File: config.mk
export PLATFORM = sky130hd
export DESIGN_NAME = dual_buffer_uart_rx
export DESIGN_NICKNAME = d
export VERILOG_FILES = /design/src/rtl/rxdb_pkg.sv /design/src/rtl/rxdb_ctrl.sv /design/src/rtl/rxdb_path.sv /design/src/rtl/dual_buffer_uart_rx.sv
export SDC_FILE = /design/constraint.sdc
export NUM_CORES = 1
export LEC_CHECK = 0
export BUFFER_PORTS_ARGS = -buffer_cell sky130_fd_sc_hd__buf_4
export CAP_MARGIN = 0
export CORE_MARGIN = 2
export CORE_UTILIZATION = 60
export CTS_BUF_LIST = sky130_fd_sc_hd__clkbuf_2
export DETAILED_ROUTE_END_ITERATION = 6
export GPL_ROUTABILITY_DRIVEN = 0
export PLACE_DENSITY_LB_ADDON = 0.1
export SYNTH_ARGS = -nofsm -noshare
export SYNTH_HDL_FRONTEND = slang
export SYNTH_HIERARCHICAL = 1
export SYNTH_SLANG_ARGS = --single-unit
export TNS_END_PERCENT = 5
File: constraint.sdc
create_clock -name clk -period 2.5 [get_ports clk]
set_input_delay 0.25 -clock clk [delete_from_list [all_inputs] [get_ports clk]]
set_output_delay 0.25 -clock clk [all_outputs]
set_load 0.01 [all_outputs]
File: src/rtl/rxdb_pkg.sv
package rxdb_pkg;
  parameter int MAX_BITS = 9;
  localparam int POS_W = $clog2(MAX_BITS);

  typedef enum logic [1:0] {
    ST_IDLE  = 2'd0,
    ST_START = 2'd1,
    ST_DATA  = 2'd2,
    ST_STOP  = 2'd3
  } rxState_t;

  typedef struct packed {
    logic             clearShift;
    logic             takeBit;
    logic [POS_W-1:0] bitPos;
    logic             takeVote;
    logic             frameDone;
  } strobes_t;
endpackage

File: src/rtl/rxdb_ctrl.sv
module rxdb_ctrl #(
  parameter int OVS = 16
) (
  input  logic                clk,
  input  logic                rstN,
  input  logic                tick16,
  input  logic                rxd,
  input  logic                wordLen8,
  input  logic                parityEn,
  output rxdb_pkg::strobes_t  stb
);
  import rxdb_pkg::*;

  localparam int CW = $clog2(OVS + 1);
  localparam logic [CW-1:0] START_CHK = CW'(OVS / 2 - 1);
  localparam logic [CW-1:0] BIT_CHK   = CW'(OVS - 1);
  localparam logic [CW-1:0] VOTE_A    = CW'(OVS - 2);
  localparam logic [CW-1:0] VOTE_C    = CW'(OVS);

  rxState_t         state;
  logic [CW-1:0]    cnt;
  logic [POS_W-1:0] bitPos;
  logic [POS_W-1:0] lastPos;

  // frame carries 7 + wordLen8 + parityEn bits between start and stop
  assign lastPos = POS_W'(6) + POS_W'(wordLen8) + POS_W'(parityEn);

  always_comb begin
    stb = '0;
    stb.bitPos = bitPos;
    if (tick16) begin
      unique case (state)
        ST_IDLE:  stb.clearShift = !rxd;
        ST_START: stb.clearShift = 1'b0;
        ST_DATA:  stb.takeBit = (cnt == BIT_CHK);
        ST_STOP: begin
          stb.takeVote  = (cnt == VOTE_A) || (cnt == BIT_CHK);
          stb.frameDone = (cnt == VOTE_C);
        end
        default: stb = '0;
      endcase
    end
  end

  always_ff @(posedge clk or negedge rstN) begin
    if (!rstN) begin
      state  <= ST_IDLE;
      cnt    <= '0;
      bitPos <= '0;
    end else if (tick16) begin
      unique case (state)
        ST_IDLE: begin
          if (!rxd) begin
            state <= ST_START;
            cnt   <= '0;
          end
        end
        ST_START: begin
          if (cnt == START_CHK) begin
            cnt    <= '0;
            bitPos <= '0;
            state  <= rxd ? ST_IDLE : ST_DATA;
          end else begin
            cnt <= cnt + 1'b1;
          end
        end
        ST_DATA: begin
          if (cnt == BIT_CHK) begin
            cnt <= '0;
            if (bitPos == lastPos) state <= ST_STOP;
            else bitPos <= bitPos + 1'b1;
          end else begin
            cnt <= cnt + 1'b1;
          end
        end
        ST_STOP: begin
          if (cnt == VOTE_C) state <= ST_IDLE;
          else cnt <= cnt + 1'b1;
        end
        default: state <= ST_IDLE;
      endcase
    end
  end

  // a high line at the start check abandons the frame
  a_r2_start_abort: assert property (@(posedge clk) disable iff (!rstN)
    (state == ST_START && tick16 && cnt == START_CHK && rxd) |=> (state == ST_IDLE));

  // bits are only taken while collecting data, and never beyond the frame length
  a_r3_bit_in_range: assert property (@(posedge clk) disable iff (!rstN)
    stb.takeBit |-> (state == ST_DATA && bitPos <= lastPos));

  // a frame completes only from the stop phase and then returns to idle
  a_r7_done_to_idle: assert property (@(posedge clk) disable iff (!rstN)
    stb.frameDone |=> (state == ST_IDLE));
endmodule

File: src/rtl/rxdb_path.sv
module rxdb_path (
  input  logic               clk,
  input  logic               rstN,
  input  logic               rxd,
  input  logic               wordLen8,
  input  logic               parityEn,
  input  logic               parityOdd,
  input  logic               rdStrobe,
  input  logic               clrErr,
  input  rxdb_pkg::strobes_t stb,
  output logic [7:0]         dataOut,
  output logic               bit9Out,
  output logic               dataValid,
  output logic               rxIrq,
  output logic               errOverrun,
  output logic               errParity,
  output logic               errFraming
);
  import rxdb_pkg::*;

  logic [MAX_BITS-1:0] shiftReg;
  logic [MAX_BITS-1:0] holdReg;
  logic [1:0]          votes;
  logic                stopGood;
  logic                loadNow;
  logic                ovrSet;
  logic                parSet;
  logic                frmSet;
  logic [7:0]          dataBits;
  logic                rxParity;
  logic                wantParity;

  always_ff @(posedge clk or negedge rstN) begin
    if (!rstN) begin
      shiftReg <= '0;
      votes    <= '0;
    end else begin
      if (stb.clearShift) shiftReg <= '0;
      for (int i = 0; i < MAX_BITS; i++) begin
        if (stb.takeBit && stb.bitPos == POS_W'(i)) shiftReg[i] <= rxd;
      end
      if (stb.takeVote) votes <= {votes[0], rxd};
    end
  end

  assign stopGood = (votes[0] & votes[1]) | (votes[0] & rxd) | (votes[1] & rxd);

  always_comb begin
    if (wordLen8) begin
      dataBits = shiftReg[7:0];
      rxParity = shiftReg[8];
    end else begin
      dataBits = {1'b0, shiftReg[6:0]};
      rxParity = shiftReg[7];
    end
  end

  assign wantParity = (^dataBits) ^ parityOdd;
  assign loadNow    = stb.frameDone && (!dataValid || rdStrobe);
  assign ovrSet     = stb.frameDone && dataValid && !rdStrobe;
  assign parSet     = loadNow && parityEn && (rxParity != wantParity);
  assign frmSet     = stb.frameDone && !stopGood;

  always_ff @(posedge clk or negedge rstN) begin
    if (!rstN) begin
      holdReg    <= '0;
      dataValid  <= 1'b0;
      rxIrq      <= 1'b0;
      errOverrun <= 1'b0;
      errParity  <= 1'b0;
      errFraming <= 1'b0;
    end else begin
      rxIrq <= loadNow;
      if (loadNow) begin
        holdReg   <= shiftReg;
        dataValid <= 1'b1;
      end else if (rdStrobe) begin
        dataValid <= 1'b0;
      end
      errOverrun <= (errOverrun & ~clrErr) | ovrSet;
      errParity  <= (errParity & ~clrErr) | parSet;
      errFraming <= (errFraming & ~clrErr) | frmSet;
    end
  end

  assign dataOut = holdReg[7:0];
  assign bit9Out = holdReg[8];

  // the interrupt pulse always coincides with a held word
  a_r4_irq_with_valid: assert property (@(posedge clk) disable iff (!rstN)
    rxIrq |-> dataValid);

  // the interrupt is a single-cycle pulse
  a_r4_irq_single: assert property (@(posedge clk) disable iff (!rstN)
    rxIrq |=> !rxIrq);

  // a read with no load in the same cycle frees the holding register
  a_r5_read_clears: assert property (@(posedge clk) disable iff (!rstN)
    (rdStrobe && !stb.frameDone) |=> !dataValid);

  // an overrun keeps the old word and raises the flag
  a_r8_overrun_keeps: assert property (@(posedge clk) disable iff (!rstN)
    (stb.frameDone && dataValid && !rdStrobe) |=> ($stable(holdReg) && errOverrun && !rxIrq));

  // a read in the completion cycle lets the new word in without overrun
  a_r9_read_and_load: assert property (@(posedge clk) disable iff (!rstN)
    (stb.frameDone && dataValid && rdStrobe && !errOverrun && !clrErr) |=> (dataValid && rxIrq && !errOverrun));

  // flags hold without a clear strobe
  a_r10_sticky_par: assert property (@(posedge clk) disable iff (!rstN)
    (errParity && !clrErr) |=> errParity);
  a_r10_sticky_frm: assert property (@(posedge clk) disable iff (!rstN)
    (errFraming && !clrErr) |=> errFraming);
endmodule

File: src/rtl/dual_buffer_uart_rx.sv
module dual_buffer_uart_rx #(
  parameter int OVS = 16
) (
  input  logic       clk,
  input  logic       rstN,
  input  logic       tick16,
  input  logic       rxd,
  input  logic       wordLen8,
  input  logic       parityEn,
  input  logic       parityOdd,
  input  logic       rdStrobe,
  input  logic       clrErr,
  output logic [7:0] dataOut,
  output logic       bit9Out,
  output logic       dataValid,
  output logic       rxIrq,
  output logic       errOverrun,
  output logic       errParity,
  output logic       errFraming
);
  rxdb_pkg::strobes_t stb;

  rxdb_ctrl #(.OVS(OVS)) i_ctrl (
    .clk      (clk),
    .rstN     (rstN),
    .tick16   (tick16),
    .rxd      (rxd),
    .wordLen8 (wordLen8),
    .parityEn (parityEn),
    .stb      (stb)
  );

  rxdb_path i_path (
    .clk        (clk),
    .rstN       (rstN),
    .rxd        (rxd),
    .wordLen8   (wordLen8),
    .parityEn   (parityEn),
    .parityOdd  (parityOdd),
    .rdStrobe   (rdStrobe),
    .clrErr     (clrErr),
    .stb        (stb),
    .dataOut    (dataOut),
    .bit9Out    (bit9Out),
    .dataValid  (dataValid),
    .rxIrq      (rxIrq),
    .errOverrun (errOverrun),
    .errParity  (errParity),
    .errFraming (errFraming)
  );
endmodule

==> metrics.txt <==
DPL Wire Length about 2.8 mm; Nets roughly 230; largest net degree at the start of global routing 37; GRT Total Usage a little under a quarter; post-CTS sizing 0; PwrDens around 660 mW/mm²; Leak 1.057 nW; # diodes 0; fraction of layout cells with a size suffix above 1 between 20% and 30%; clock latency on the worst-skew pair about 380 ps; Post-Syn Nets around 200; Async S/R FF share, synth 100.0%; register cell area after layout approximately 900 µm²; R2R Path End i_path/shiftReg[2]; first-pass GRT wire length 6.168 mm; H-tree levels 2; Post-CTS Hold Fix Bufs 1; RR Startpoint i_ctrl/cnt[1]; Final Hold Viols 0; Slew Viols, Final 0; vias per cell 5.818; Syn Inst Count 183; Placed Cells 250; # Max-Cap Violations 0; internal power around 0.00094 W; Max VDD drop 0.4833 mV; leading area contributor after synthesis dfrtp_1; Worst EP arrival approximately 2500 ps; ANT nets after route 0; P&R area growth vs syn 12.55%; count of cell types in the netlist between 50 and 60; Synth Warn # 6; initial core utilization between 60% and 70%; switch share a little under two fifths; top cell type's share of synthesized area roughly 45%; R2R depth 7; Fin Setup TNS 0 ps; Area contributors post-synth dfrtp_1 (45%), mux2_2 (6.7%), ha_1 (3.7%); register-to-register path setup slack 310 ps; RSZ-0062 raised after global routing no; Final Non-Filler Cells about 260; most common cell in the netlist dfrtp_1; # clock sinks 36; period utilization 87.59%; DRT Wirelength between 3 and 4 mm; Post CTS Setup Buffer Count 0; initial drt markers 77; CTS root buffer clkbuf_2; CTS tree yes; Bufs on Longest Clock Path 2; initial antenna violation count 0; CP required approximately 2800 ps; Synth Cell Area between 0.002 and 0.0025 mm²; Fin Clk Skew between 10 and 15 ps; Num CTS Buffers 5; design area around 0.0023 mm²; CP startpoint kind flip-flop; hold path endpoint i_path/errOverrun; top_reg_cell synth dfrtp_1; Worst Tran Pin Value about 500 ps; synth cell count leaders dfrtp_1 (36), nand2_1 (15), mux2_2 (12); Die H 62.07 µm; Overflow after GRT 0; max_slew headroom 66.85%; Reg power frac a little over half; min Tclk post-route between 2000 and 2500 ps; Reg clk slew, reported paths approximately 170 ps; Via Count 1,501; Comb power frac a little under a third; multi-input logic area approximately 0.0010 mm²; average cell area after synthesis approximately 11 µm²; row cnt 21; Setup CP Type reg2reg; share of the yosys chip area belonging to registers 44.53%; CP Max Fanout 7; core area ~0.0033 mm²; fmax 456.7 MHz; I/O pins 23; Crit. End Element flip-flop; DRT Pass-1 Iters 4; FILL cells 256; Port Buf Inserts 22; vias in the first global route about 1,300; flop and latch count out of synthesis 36; die area just under 0.004 mm²; hold depth 3; clock share of power 15.8%; DRC Markers 0; switching pwr between 0.0005 and 0.0006 W; EDFF count, synth 0; die width approximately 62 µm; cell area after placement roughly 0.0022 mm²; status finished clean; Hold WC Path Type in2reg; post-detailed-route wirelength per cell ~15 µm; Hold Path Origin clrErr; Setup violations, final 0
[sequential cells by signal, indices dropped and copies added, names as in the netlist, named ones only]
name	cells
i_ctrl/bitPos	4
i_ctrl/cnt	5
i_ctrl/state	1
i_path/dataValid	1
i_path/errFraming	1
i_path/errOverrun	1
i_path/errParity	1
i_path/holdReg	9
i_path/rxIrq	1
i_path/shiftReg	9
i_path/votes	2
[metrics by stage]
step / hold WS, ps / setup WS [ps] / total power (W) / utilization [%]
global route: 97.17 / 48.93 / 0.001623 / 69.33
floorplan: -45.59 / 699.8 / 0.001178 / -
global placement: 218.7 / 542.9 / 0.001249 / 68.04
finish: 135.1 / 310.3 / 0.001513 / 69.33
CTS: 113.1 / 317.8 / 0.001524 / 69.33
detailed placement: 223.8 / 366.4 / 0.001279 / 68.04
[how the worst max path moves through the flow]
stage	from	end	slack (ps)	cells past startpoint
2_1_floorplan	i_ctrl/cnt[1]	i_path/shiftReg[2]	700	7
3_3_place_gp	i_ctrl/cnt[1]	i_path/shiftReg[3]	540	7
3_5_place_dp	i_ctrl/cnt[1]	i_path/shiftReg[2]	370	7
4_1_cts	i_ctrl/cnt[1]	i_path/shiftReg[2]	320	7
5_1_grt	i_ctrl/cnt[1]	i_path/shiftReg[2]	50	7
6_report	i_ctrl/cnt[1]	i_path/shiftReg[2]	310	7
[critical path, stage by stage, from the launching register on]
cell	delay (ps)
dfrtp_1	450
ha_1	330
nand3_2	140
nor3_4	350
nor3b_1	430
nand3b_1	180
nand3b_1	120
o21ai_0	80
[cells in the final DEF (no fill, tap or decap), types with 2 or more instances in the layout]
cell type,instances
dfrtp_1,36
buf_4,25
nand2_1,15
mux2_2,12
o21ai_0,9
inv_1,8
xnor2_1,7
nand3b_1,7
nand2b_1,6
nor2_1,6
ha_1,6
clkbuf_2,5
nor3_1,4
nand3_1,4
a21oi_1,4
nor3b_1,4
o211ai_1,3
inv_2,3
nor4_1,3
o21ai_1,3
clkinv_1,2
o21ai_2,2
mux2i_1,2
a32o_1,2
and3_1,2
or3_1,2
o2bb2ai_1,2
[metal layers]
metal	vias up	routed length [µm]	global-route usage [%]
li1	714	-	-
met1	745	1651	28.72
met2	33	1950	34.23
met3	9	205	7.246
met4	0	91	11.55
met5	-	0	0
[power by group through the flow]
| stage | clock (W) | sequential (W) | combinational [W] |
|---|---|---|---|
| after CTS | 0.000251 | 0.000795 | 0.000478 |
| final | 0.000239 | 0.000799 | 0.000475 |
| after floorplan | 0 | 0.000740 | 0.000438 |
| after detailed placement | 0 | 0.000805 | 0.000474 |
| after global placement | 0 | 0.000795 | 0.000454 |
| after global routing | 0.000279 | 0.000815 | 0.000530 |
[kinds of logic after synthesis]
group	share of synthesized area (%)
and+or+nand+nor	22.02
DFF	44.53
AOI/OAI and AO/OA	11.94
buffers and inverters	3.710
muxes	7.669
xor gates and xnor gates	5.937
adders and majority gates	4.205
[cell type report]
type | count | area share, %
Multi-Input combinational cell | 132 | 45.99
Timing Repair Buffer | 26 | 8.681
Tap cell | 46 | 2.527
Inverter | 11 | 1.813
Clock inverter | 2 | 0.3297
Sequential cell | 36 | 39.56
Clock buffer | 5 | 1.099
(Power assumes the default switching activity.)
